### src/rtl/hpd_irq_pkg.sv
package hpd_irq_pkg;
  localparam int ADDR_W  = 3;
  localparam int NUM_SRC = 3;

  // sticky bit positions
  localparam int SRC_CORE = 0;
  localparam int SRC_RISE = 1;
  localparam int SRC_FALL = 2;

  // word addresses
  localparam logic [ADDR_W-1:0] A_LEVEL = 3'd0;
  localparam logic [ADDR_W-1:0] A_STAT  = 3'd1;
  localparam logic [ADDR_W-1:0] A_CLR   = 3'd2;
  localparam logic [ADDR_W-1:0] A_EN    = 3'd3;
  localparam logic [ADDR_W-1:0] A_FILT  = 3'd4;

  typedef logic [NUM_SRC-1:0] src_vec_t;

  // a set in the same cycle beats a clear
  function automatic src_vec_t sticky_next(src_vec_t cur, src_vec_t clr, src_vec_t set);
    return (cur & ~clr) | set;
  endfunction

  function automatic logic any_enabled(src_vec_t stat, src_vec_t en);
    return |(stat & en);
  endfunction
endpackage

### src/rtl/hpd_sync.sv
module hpd_sync #(
  parameter int STAGES = 2
) (
  input  logic clk,
  input  logic rst_n,
  input  logic d_i,
  output logic q_o
);
  logic [STAGES-1:0] stage_q;

  genvar g;
  generate
    for (g = 0; g < STAGES; g++) begin : g_stage
      if (g == 0) begin : g_first
        always_ff @(posedge clk) begin
          if (!rst_n) stage_q[0] <= 1'b0;
          else        stage_q[0] <= d_i;
        end
      end else begin : g_next
        always_ff @(posedge clk) begin
          if (!rst_n) stage_q[g] <= 1'b0;
          else        stage_q[g] <= stage_q[g-1];
        end
      end
    end
  endgenerate

  assign q_o = stage_q[STAGES-1];
endmodule

### src/rtl/hpd_glitch_filter.sv
module hpd_glitch_filter #(
  parameter int PRE_W = 4,
  parameter int THR_W = 8
) (
  input  logic             clk,
  input  logic             rst_n,
  input  logic             sync_i,
  input  logic [PRE_W-1:0] pre_i,
  input  logic [THR_W-1:0] thr_i,
  output logic             level_o,
  output logic             tick_o,
  output logic             rise_o,
  output logic             fall_o
);
  logic [PRE_W-1:0] pre_cnt_q;
  logic [THR_W-1:0] run_cnt_q;
  logic             level_q;
  logic             differs;
  logic             accept;

  assign tick_o  = (pre_cnt_q >= pre_i);
  assign differs = (sync_i != level_q);
  assign accept  = tick_o && differs && (run_cnt_q >= thr_i);
  assign rise_o  = accept &&  sync_i;
  assign fall_o  = accept && !sync_i;
  assign level_o = level_q;

  always_ff @(posedge clk) begin
    if (!rst_n) begin
      pre_cnt_q <= '0;
      run_cnt_q <= '0;
      level_q   <= 1'b0;
    end else begin
      pre_cnt_q <= tick_o ? '0 : pre_cnt_q + PRE_W'(1);
      if (!differs) begin
        run_cnt_q <= '0;
      end else if (tick_o) begin
        if (accept) begin
          level_q   <= sync_i;
          run_cnt_q <= '0;
        end else begin
          run_cnt_q <= run_cnt_q + THR_W'(1);
        end
      end
    end
  end
endmodule

### src/rtl/hpd_event_regs.sv
module hpd_event_regs
  import hpd_irq_pkg::*;
#(
  parameter int DATA_W  = 16,
  parameter int PRE_W   = 4,
  parameter int THR_W   = 8,
  parameter int PRE_LSB = 12
) (
  input  logic              clk,
  input  logic              rst_n,
  input  logic              wr_i,
  input  logic [ADDR_W-1:0] addr_i,
  input  logic [DATA_W-1:0] wdata_i,
  output logic [DATA_W-1:0] rdata_o,
  input  logic              level_i,
  input  src_vec_t          set_i,
  output logic [PRE_W-1:0]  pre_o,
  output logic [THR_W-1:0]  thr_o,
  output src_vec_t          stat_o,
  output src_vec_t          en_o,
  output src_vec_t          clr_o,
  output logic              irq_o
);
  src_vec_t         stat_q;
  src_vec_t         en_q;
  logic [PRE_W-1:0] pre_q;
  logic [THR_W-1:0] thr_q;
  logic             unused_gap;

  assign unused_gap = ^wdata_i[PRE_LSB-1:THR_W];

  assign clr_o = (wr_i && addr_i == A_CLR) ? wdata_i[NUM_SRC-1:0] : '0;

  always_ff @(posedge clk) begin
    if (!rst_n) begin
      stat_q <= '0;
      en_q   <= '0;
      pre_q  <= '0;
      thr_q  <= '0;
    end else begin
      stat_q <= sticky_next(stat_q, clr_o, set_i);
      if (wr_i && addr_i == A_EN) en_q <= wdata_i[NUM_SRC-1:0];
      if (wr_i && addr_i == A_FILT) begin
        pre_q <= wdata_i[PRE_LSB +: PRE_W];
        thr_q <= wdata_i[THR_W-1:0];
      end
    end
  end

  always_comb begin
    rdata_o = '0;
    case (addr_i)
      A_LEVEL: rdata_o[0] = level_i;
      A_STAT:  rdata_o[NUM_SRC-1:0] = stat_q;
      A_EN:    rdata_o[NUM_SRC-1:0] = en_q;
      A_FILT: begin
        rdata_o[PRE_LSB +: PRE_W] = pre_q;
        rdata_o[THR_W-1:0]        = thr_q;
      end
      default: rdata_o = '0;
    endcase
  end

  assign stat_o = stat_q;
  assign en_o   = en_q;
  assign pre_o  = pre_q;
  assign thr_o  = thr_q;
  assign irq_o  = any_enabled(stat_q, en_q);
endmodule

### src/rtl/hpd_irq_unit.sv
module hpd_irq_unit
  import hpd_irq_pkg::*;
#(
  parameter int DATA_W      = 16,
  parameter int PRE_W       = 4,
  parameter int THR_W       = 8,
  parameter int PRE_LSB     = 12,
  parameter int SYNC_STAGES = 2
) (
  input  logic              clk,
  input  logic              rst_n,
  input  logic              hpd_raw_i,
  input  logic              core_irq_i,
  input  logic              reg_wr_i,
  input  logic [ADDR_W-1:0] reg_addr_i,
  input  logic [DATA_W-1:0] reg_wdata_i,
  output logic [DATA_W-1:0] reg_rdata_o,
  output logic              irq_o
);
  logic             sync_w;
  logic             level_w;
  logic             tick_w;
  logic             rise_w;
  logic             fall_w;
  logic [PRE_W-1:0] pre_w;
  logic [THR_W-1:0] thr_w;
  src_vec_t         set_w;
  src_vec_t         stat_w;
  src_vec_t         en_w;
  src_vec_t         clr_w;

  hpd_sync #(.STAGES(SYNC_STAGES)) i_sync (
    .clk   (clk),
    .rst_n (rst_n),
    .d_i   (hpd_raw_i),
    .q_o   (sync_w)
  );

  hpd_glitch_filter #(.PRE_W(PRE_W), .THR_W(THR_W)) i_filter (
    .clk     (clk),
    .rst_n   (rst_n),
    .sync_i  (sync_w),
    .pre_i   (pre_w),
    .thr_i   (thr_w),
    .level_o (level_w),
    .tick_o  (tick_w),
    .rise_o  (rise_w),
    .fall_o  (fall_w)
  );

  always_comb begin
    set_w           = '0;
    set_w[SRC_CORE] = core_irq_i;
    set_w[SRC_RISE] = rise_w;
    set_w[SRC_FALL] = fall_w;
  end

  hpd_event_regs #(
    .DATA_W (DATA_W),
    .PRE_W  (PRE_W),
    .THR_W  (THR_W),
    .PRE_LSB(PRE_LSB)
  ) i_regs (
    .clk     (clk),
    .rst_n   (rst_n),
    .wr_i    (reg_wr_i),
    .addr_i  (reg_addr_i),
    .wdata_i (reg_wdata_i),
    .rdata_o (reg_rdata_o),
    .level_i (level_w),
    .set_i   (set_w),
    .pre_o   (pre_w),
    .thr_o   (thr_w),
    .stat_o  (stat_w),
    .en_o    (en_w),
    .clr_o   (clr_w),
    .irq_o   (irq_o)
  );
endmodule

### config.mk
export PLATFORM = sky130hd
export DESIGN_NAME = hpd_irq_unit
export DESIGN_NICKNAME = d
export VERILOG_FILES = /design/src/rtl/hpd_irq_pkg.sv /design/src/rtl/hpd_sync.sv /design/src/rtl/hpd_glitch_filter.sv /design/src/rtl/hpd_event_regs.sv /design/src/rtl/hpd_irq_unit.sv
export SDC_FILE = /design/constraint.sdc
export NUM_CORES = 1
export LEC_CHECK = 0
export BUFFER_PORTS_ARGS = -buffer_cell sky130_fd_sc_hd__buf_2
export CAP_MARGIN = 20
export CORE_ASPECT_RATIO = 1.1
export CORE_MARGIN = 2
export CORE_UTILIZATION = 35
export CTS_CLUSTER_DIAMETER = 40
export DETAILED_ROUTE_END_ITERATION = 10
export GPL_TIMING_DRIVEN = 0
export SLEW_MARGIN = 20
export SYNTH_ARGS = -nofsm -noshare
export SYNTH_HDL_FRONTEND = slang
export SYNTH_SLANG_ARGS = --single-unit
### constraint.sdc
create_clock -name clk -period 2.05 [get_ports clk]
set_input_delay 0.205 -clock clk [delete_from_list [all_inputs] [get_ports clk]]
set_output_delay 0.205 -clock clk [all_outputs]
set_load 0.005 [all_outputs]
==> results_dict.tcl, run 1 <==
set metrics [dict create \
    grt-ovfl-total 0 \
    path_cells "inv_1 > ha_1 > nand2b_4 > a2111oi_4 > or2_4 > buf_6 > nor4_1 > a31o_2" \
    hold_viol 0 \
    tightest_slew_ns 0.539 \
    r2r_start "i_filter.pre_cnt_q[0]" \
    synth_most_common_cell "nand2_1" \
    clk_pin_slew_worst_paths_ns 0.07 \
    via_per_inst 4.68 \
    cts_tree "done" \
    cp_top_family "compound AO/OA/AOI/OAI gates" \
    initial_core_util_pct 36.0 \
    htree_levels 2 \
    arrival_ns 2.09 \
    drtAntennaViolNets 0 \
    synth_edf_count 0 \
    grt_antenna_before_repair 0 \
    drt_first_pass_iters 4 \
    top_usage_layer "met2" \
    finClkSkew_ns 0.00471 \
    rows 28 \
    path_class "reg2reg" \
    setup_tns_ns 0 \
    detailed_place.area_mm2 0.00218 \
    ir_worst_vdd_uv 441 \
    yosysTopAreaCellShare_pct 34.2 \
    synth_warnings 0 \
    finalMaxSlewViolations 0 \
    critPathLaunchType "register" \
    setup_viol 0 \
    finalCriticalPeriod_ns 1.91 \
    critical_path.max_stage_delay_ns 0.38 \
    post_cts_buffers 0 \
    grt_usage_pct 14.5 \
    cp_slowest_cell "dfxtp_1" \
    crit_start "i_filter.pre_cnt_q[0]" \
    grt_start_max_net_pins 11 \
    rsz0062_at_grt "no" \
    synth_common_cells "nand2_1 (46), dfxtp_1 (33), ha_1 (14), inv_1 (14), and2_1 (13)" \
    hp-class "in2reg" \
    cp-end-kind "register" \
    layout-drive-gt1-share_pct 21.9 \
    status "finished clean" \
    drcViolationCount 0 \
    nNetsFinal 307 \
    fp.coreArea_mm2 0.00536 \
    cts_buffer_depth 2 \
    clock.fmax_mhz 523 \
    insertion_delay_ns 0.28 \
    dieArea_mm2 0.00612 \
    p_total_mw 1.34 \
    synth_top_cells_by_area "dfxtp_1 (34%), ha_1 (9.1%), nand2_1 (8.9%)" \
    met1_usage_pct 19.0 \
    postLayoutCellArea_mm2 0.00229 \
    gp_congestion 0.813 \
    area_growth_pct 18.7 \
    portBuffers 30 \
    drt_iter0_markers 44 \
    worst-path-max-fanout 10 \
    syn-cell-area_mm2 0.00193 \
    synth_ff_type "dfxtp_1" \
    antennaDiodeCount 0 \
    routed_wl_um 3920 \
    maxSlewHeadroom_pct 63.9 \
    fin_crit_sh_pct 93.2 \
    grt_pass1_vias 1476 \
    synth_area_leader_cell "dfxtp_1" \
    ios 41 \
    netlist_instances 229 \
    r2r_setup_slack_ns 0.14 \
    die_h_um 81.9 \
    globalRouteMet3Util_pct 3.07 \
    setup_slack_ns 0.139 \
    power_density_mw_per_mm2 585 \
    ys_seq_area_share_pct 34.2 \
    min_from "hpd_raw_i" \
    grt_first_pass_wirelength_um 6780 \
    die_w_um 74.8 \
    cts.sinks 33 \
    num_vias 1615 \
    yosysUniqueCellTypes 43 \
    final_util_pct 42.7 \
    hpwlAfterDp_um 3040 \
    syn_area_per_cell_um2 8.43 \
    cts_resized 0 \
    cts_hold_buf 0 \
    cp_num_buf_inv 2 \
    cts_buffers 5 \
    drv_cap 0 \
    wl_per_cell_um 11.4 \
    critPathRequiredTime_ns 2.23 \
    async_flop_share_pct 0 \
    cellLeakagePower_nw 0.954 \
    grtUsageMet2_pct 22.4 \
    cts-root-buf "clkbuf_8" \
    dp_slack_ns 0.0651 \
    ys_ff_latch 33 \
]
==> per-layer routing <==
metal	up-vias	wire length, um
met1	729	1980
met4	0	53
met3	4	122
met2	27	1760
met5	-	0
li1	855	-
==> cells by family after synthesis <==
family,after synthesis,synth area share (%)
compound gates,39,16.1
xor+xnor,3,1.36
fa+ha+maj,14,9.08
buf+inv,28,7.52
flops,33,34.2
mux,7,3.63
other cells,1,0.194
simple gates,104,27.8
==> final timing paths <==
path	cells past startpoint	endpoint
max	8	i_regs.stat_o[2]
min	2	i_sync.stage_q[0]
max reg2reg	8	i_regs.stat_o[2]
min reg2reg	1	i_sync.q_o
==> through the flow <==
step / hold WS, ns / instances
floorplan: 0.332 / 232
global placement: 0.409 / 337
detailed placement: 0.421 / 337
CTS: 0.124 / 345
global route: 0.127 / 345
finish: 0.130 / 345
==> worst reg2reg max path, cell delays in order, from the launching register on <==
cell and delay (ns):
dfxtp_1 0.38, inv_1 0.06, ha_1 0.28, nand2b_4 0.15
a2111oi_4 0.34, or2_4 0.20, buf_6 0.13, nor4_1 0.06
a31o_2 0.21
==> where the power goes <==
group / switching, mW / total [mW] / internal (mW)
clock: 0.236 / 0.540 / 0.303
combinational: 0.0721 / 0.136 / 0.0640
sequential: 0.00934 / 0.663 / 0.654
total: 0.318 / 1.34 / 1.02
==> final cells by class <==
type	count	area [um2]
plain buffers	14	92.6
clock buffers	7	96.3
clock inverters	1	5.00
fillers	564	3070
inverters	14	52.6
multi-input cells	171	1140
flip-flops and latches	33	662
well taps	75	93.8
repair buffers	30	150
==> sequential cells by signal (all words and copies together) (netlist names) <==
signal and flops:
i_sync.stage_q 1, i_filter.run_cnt_q 8, i_regs.en_o 3, i_filter.level_o 1, i_filter.pre_cnt_q 4, i_regs.stat_o 3
i_regs.pre_o 4, i_sync.q_o 1, i_regs.thr_o 8
==> cell usage in the layout, fill, tap and decap left out, types with 3 or more instances in the layout <==
cell type,synthesis,layout
nand2_1,46,46
buf_2,2,32
dfxtp_1,33,32
inv_1,14,14
ha_1,14,14
and2_1,13,13
a21boi_0,11,11
nor2_1,10,10
nand3_1,8,8
mux2i_1,7,7
clkbuf_8,0,7
a31oi_1,6,6
clkbuf_1,5,5
o21ai_0,5,5
a21oi_1,5,5
nor2b_1,4,4
buf_4,4,4
conb_1,1,4
buf_6,3,3
nand4_1,3,3
nand4b_1,3,3
nor4b_1,3,3
Note: power is estimated with default switching activity, not from simulation.
==> run 2, diff against run 1 <==
--- a/config.mk
+++ b/config.mk
@@ -13,6 +13,7 @@
 export CTS_CLUSTER_DIAMETER = 40
 export DETAILED_ROUTE_END_ITERATION = 10
 export GPL_TIMING_DRIVEN = 0
+export PLACE_DENSITY = 0.58
 export SLEW_MARGIN = 20
 export SYNTH_ARGS = -nofsm -noshare
 export SYNTH_HDL_FRONTEND = slang
==> results_dict.tcl, run 2 (synthesis results as in run 1) <==
set metrics [dict create \
    status "finished clean" \
    rsz0062_at_grt "no" \
    layout-drive-gt1-share_pct 22.2 \
    hold_viol 0 \
    final_util_pct 42.8 \
    final_common_cell "nand2_1" \
    postLayoutCellArea_mm2 0.00229 \
    cp_top_family "compound AO/OA/AOI/OAI gates" \
    final_cells 345 \
    grt-ovfl-total 0 \
    area_growth_pct 18.9 \
    setup_tns_ns 0 \
    hpwlAfterDp_um 3080 \
    cts_buffers 5 \
    cts_tree "done" \
    finClkSkew_ns 0.00658 \
    rows 28 \
    setup_viol 0 \
    die_h_um 81.9 \
    setup_slack_ns 0.137 \
    drt_iter0_markers 73 \
    cp_num_buf_inv 2 \
    dp_slack_ns 0.0376 \
    worst-path-max-fanout 10 \
    via_per_inst 4.78 \
    drt_first_pass_iters 4 \
    critPathLaunchType "register" \
    die_w_um 74.8 \
    cts_buffer_depth 2 \
    clk_pin_slew_worst_paths_ns 0.07 \
    finalMaxSlewViolations 0 \
    antennaDiodeCount 0 \
    grt_antenna_before_repair 0 \
    final_cell_mix "nand2_1 (46), buf_2 (32), dfxtp_1 (32)" \
    power_density_mw_per_mm2 586 \
    grt_start_max_net_pins 11 \
    wl_per_cell_um 11.5 \
    ir_worst_vdd_uv 287 \
    tightest_slew_ns 0.566 \
    portBuffers 30 \
    post_cts_buffers 0 \
    hp-class "in2reg" \
    dp_cells 337 \
    arrival_ns 2.10 \
    detailed_place.area_mm2 0.00218 \
    fin_crit_sh_pct 93.3 \
    grt_pass1_vias 1491 \
    path_cells "inv_1 > ha_1 > nand2b_4 > a2111oi_4 > or2_4 > buf_6 > nor4_1 > a31o_2" \
    drv_cap 0 \
    path_class "reg2reg" \
    cts_hold_buf 0 \
    num_vias 1648 \
    insertion_delay_ns 0.29 \
    clock.fmax_mhz 523 \
    finalCriticalPeriod_ns 1.91 \
    drcViolationCount 0 \
    dieArea_mm2 0.00612 \
    htree_levels 2 \
    cellLeakagePower_nw 0.954 \
    cts-root-buf "clkbuf_8" \
    critPathRequiredTime_ns 2.24 \
    initial_core_util_pct 36.0 \
    maxSlewHeadroom_pct 62.2 \
    cp-end-kind "register" \
    nNetsFinal 307 \
    grt_first_pass_wirelength_um 6930 \
    gp_congestion 0.776 \
    ios 41 \
    cp_slowest_cell "dfxtp_1" \
    drtAntennaViolNets 0 \
    fp.coreArea_mm2 0.00536 \
    routed_wl_um 3980 \
    grt_usage_pct 14.6 \
    cts.sinks 33 \
    cts_resized 0 \
    critical_path.max_stage_delay_ns 0.38 \
]
run 2: cell counts in the layout (fill, tap and decap cells not counted):
Identical to the previous run, type by type.
run 2: cell type report:
class | instances | area [um2]
multi-input cells | 171 | 1140
plain buffers | 14 | 92.6
inverters | 14 | 52.6
clock inverters | 1 | 5.00
clock buffers | 7 | 96.3
repair buffers | 30 | 150
fillers | 553 | 3070
flip-flops and latches | 33 | 662
well taps | 75 | 93.8
run 2: final timing paths:
path                                       startpoint                 to  slack, ns  depth (start not counted)
worst max-delay path            i_filter.pre_cnt_q[0]   i_regs.stat_o[2]       0.14                          8
worst min-delay path                        hpd_raw_i  i_sync.stage_q[0]       0.12                          2
worst max register to register  i_filter.pre_cnt_q[0]   i_regs.stat_o[2]       0.14                          8
worst min register to register      i_sync.stage_q[0]         i_sync.q_o       0.44                          1
run 2: layer usage:
layer / track usage [%] / share of wire, %
met5: 0 / 0
met4: 4.82 / 1.6
met3: 3.68 / 3.8
met2: 23.5 / 46
met1: 19.1 / 49
run 2: report_power, final:
| part | leakage (nW) | total (mW) | internal (mW) | switching, mW |
|---|---|---|---|---|
| Clock | 0.0542 | 0.544 | 0.303 | 0.240 |
| Sequential | 0.268 | 0.664 | 0.654 | 0.00986 |
| Combinational | 0.632 | 0.137 | 0.0641 | 0.0734 |
| Total | 0.954 | 1.34 | 1.02 | 0.324 |
run 2: per-stage QoR:
step                power [mW]  hold WS [ns]
floorplan                0.768         0.332
global placement         0.814         0.409
detailed placement       0.814         0.419
CTS                       1.36         0.119
global route              1.40         0.116
finish                    1.34         0.122
==> run 3, diff against run 2 <==
--- a/config.mk
+++ b/config.mk
@@ -9,11 +9,11 @@
 export CAP_MARGIN = 20
 export CORE_ASPECT_RATIO = 1.1
 export CORE_MARGIN = 2
-export CORE_UTILIZATION = 35
+export CORE_UTILIZATION = 54
 export CTS_CLUSTER_DIAMETER = 40
 export DETAILED_ROUTE_END_ITERATION = 10
 export GPL_TIMING_DRIVEN = 0
-export PLACE_DENSITY = 0.58
+export PLACE_DENSITY = 0.82
 export SLEW_MARGIN = 20
 export SYNTH_ARGS = -nofsm -noshare
 export SYNTH_HDL_FRONTEND = slang
==> results_dict.tcl, run 3 (synthesis results as in run 1) <==
set metrics [dict create \
    initial_core_util_pct 57.0 \
    grt-ovfl-total 0 \
    area_growth_pct 15.6 \
    path_cells "inv_1 > ha_1 > nand2b_4 > a2111oi_4 > or2_1 > buf_6 > nor4_1 > a31o_2" \
    worstReg2RegEnd "i_regs.stat_o[2]" \
    antennaDiodeCount 0 \
    critical_path.max_stage_delay_ns 0.37 \
    hold_viol 0 \
    r2r_start "i_filter.pre_cnt_q[0]" \
    die_h_um 66.7 \
    grt_start_max_net_pins 11 \
    cp_slowest_cell "dfxtp_2" \
    portBuffers 30 \
    hpwlAfterDp_um 3130 \
    detailed_place.area_mm2 0.00215 \
    setup_slack_ns 0.109 \
    final_cells 319 \
    p_total_mw 1.23 \
    worst-path-max-fanout 10 \
    fillers 310 \
    final_util_pct 65.9 \
    drt_first_pass_iters 4 \
    min_path_cells 2 \
    ios 41 \
    setup_viol 0 \
    dp_slack_ns 0.0283 \
    drv_cap 0 \
    rsz0062_at_grt "no" \
    cts.sinks 33 \
    fp.coreArea_mm2 0.00339 \
    finClkSkew_ns 0.0117 \
    path_class "reg2reg" \
    holdWs_ns 0.0501 \
    wl_per_cell_um 13.0 \
    routed_wl_um 4150 \
    final_common_cell "nand2_1" \
    die_w_um 61.0 \
    nNetsFinal 308 \
    critPathLaunchType "register" \
    cellLeakagePower_nw 0.947 \
    drcViolationCount 0 \
    worst-path-stages 8 \
    cp_num_buf_inv 2 \
    rr_worst_depth 8 \
    cts_buffer_depth 2 \
    drt_iter0_markers 83 \
    rows 22 \
    final_cell_mix "nand2_1 (46), buf_2 (32), dfxtp_1 (31)" \
    setup_tns_ns 0 \
    grt_usage_pct 24.6 \
    crit_start "i_filter.pre_cnt_q[0]" \
    grt_antenna_before_repair 0 \
    num_vias 1672 \
    dp_cells 310 \
    insertion_delay_ns 0.35 \
    cts_buffers 5 \
    clk_pin_slew_worst_paths_ns 0.11 \
    arrival_ns 2.20 \
    clock.fmax_mhz 515 \
    critPathRequiredTime_ns 2.31 \
    grt_pass1_vias 1634 \
    hp-class "in2reg" \
    ir_worst_vdd_uv 396 \
    finalCriticalPeriod_ns 1.94 \
    power_density_mw_per_mm2 552 \
    endpoint "i_regs.stat_o[2]" \
    htree_levels 2 \
    postLayoutCellArea_mm2 0.00223 \
    tightest_slew_ns 0.541 \
    status "finished clean" \
    layout-drive-gt1-share_pct 22.1 \
    r2r_setup_slack_ns 0.11 \
    cts-root-buf "clkbuf_4" \
    dieArea_mm2 0.00407 \
    maxSlewHeadroom_pct 63.8 \
    gp_congestion 0.811 \
    drtAntennaViolNets 0 \
    grt_first_pass_wirelength_um 7410 \
    cts_tree "done" \
    via_per_inst 5.24 \
    cp-end-kind "register" \
    fin_crit_sh_pct 94.7 \
    cp_top_family "compound AO/OA/AOI/OAI gates" \
    finalMaxSlewViolations 0 \
]
-- run 3: power by group --
| group | leakage, nW | total [mW] | switching, mW | internal, mW |
|---|---|---|---|---|
| registers | 0.268 | 0.664 | 0.0104 | 0.654 |
| logic | 0.637 | 0.140 | 0.0739 | 0.0661 |
| clock network | 0.0413 | 0.428 | 0.229 | 0.199 |
-- run 3: worst min-delay path by stage --
stage | endpoint | slack [ns] | from
floorplan | i_sync.stage_q[0] | 0.33 | hpd_raw_i
detailed placement | i_sync.stage_q[0] | 0.42 | hpd_raw_i
global route | i_sync.stage_q[0] | 0.04 | hpd_raw_i
CTS | i_sync.stage_q[0] | 0.05 | hpd_raw_i
global placement | i_sync.stage_q[0] | 0.41 | hpd_raw_i
finish | i_sync.stage_q[0] | 0.05 | hpd_raw_i
-- run 3: metal layers --
metal | part of all wire, % | GRT usage (%)
met5 | 0 | 0
met4 | 2.1 | 10.9
met3 | 5.1 | 6.21
met2 | 46 | 37.9
met1 | 46 | 32.0
-- run 3: repair_timing --
action | in CTS | in global routing
setup buffers | 0 | 1
setup endpoints to repair | 0 | 11
gates resized for setup | 0 | 2
hold buffers | 0 | 0
-- run 3: final cells by class --
class | count | area [um2] | share of cell area, %
Buffer | 14 | 92.6 | 4.15
Clock buffer | 7 | 65.1 | 2.92
Clock inverter | 1 | 5.00 | 0.224
Inverter | 14 | 52.6 | 2.36
Multi-Input combinational cell | 171 | 1130 | 50.9
Sequential cell | 33 | 663 | 29.7
Tap cell | 48 | 60.1 | 2.69
Timing Repair Buffer | 31 | 158 | 7.07
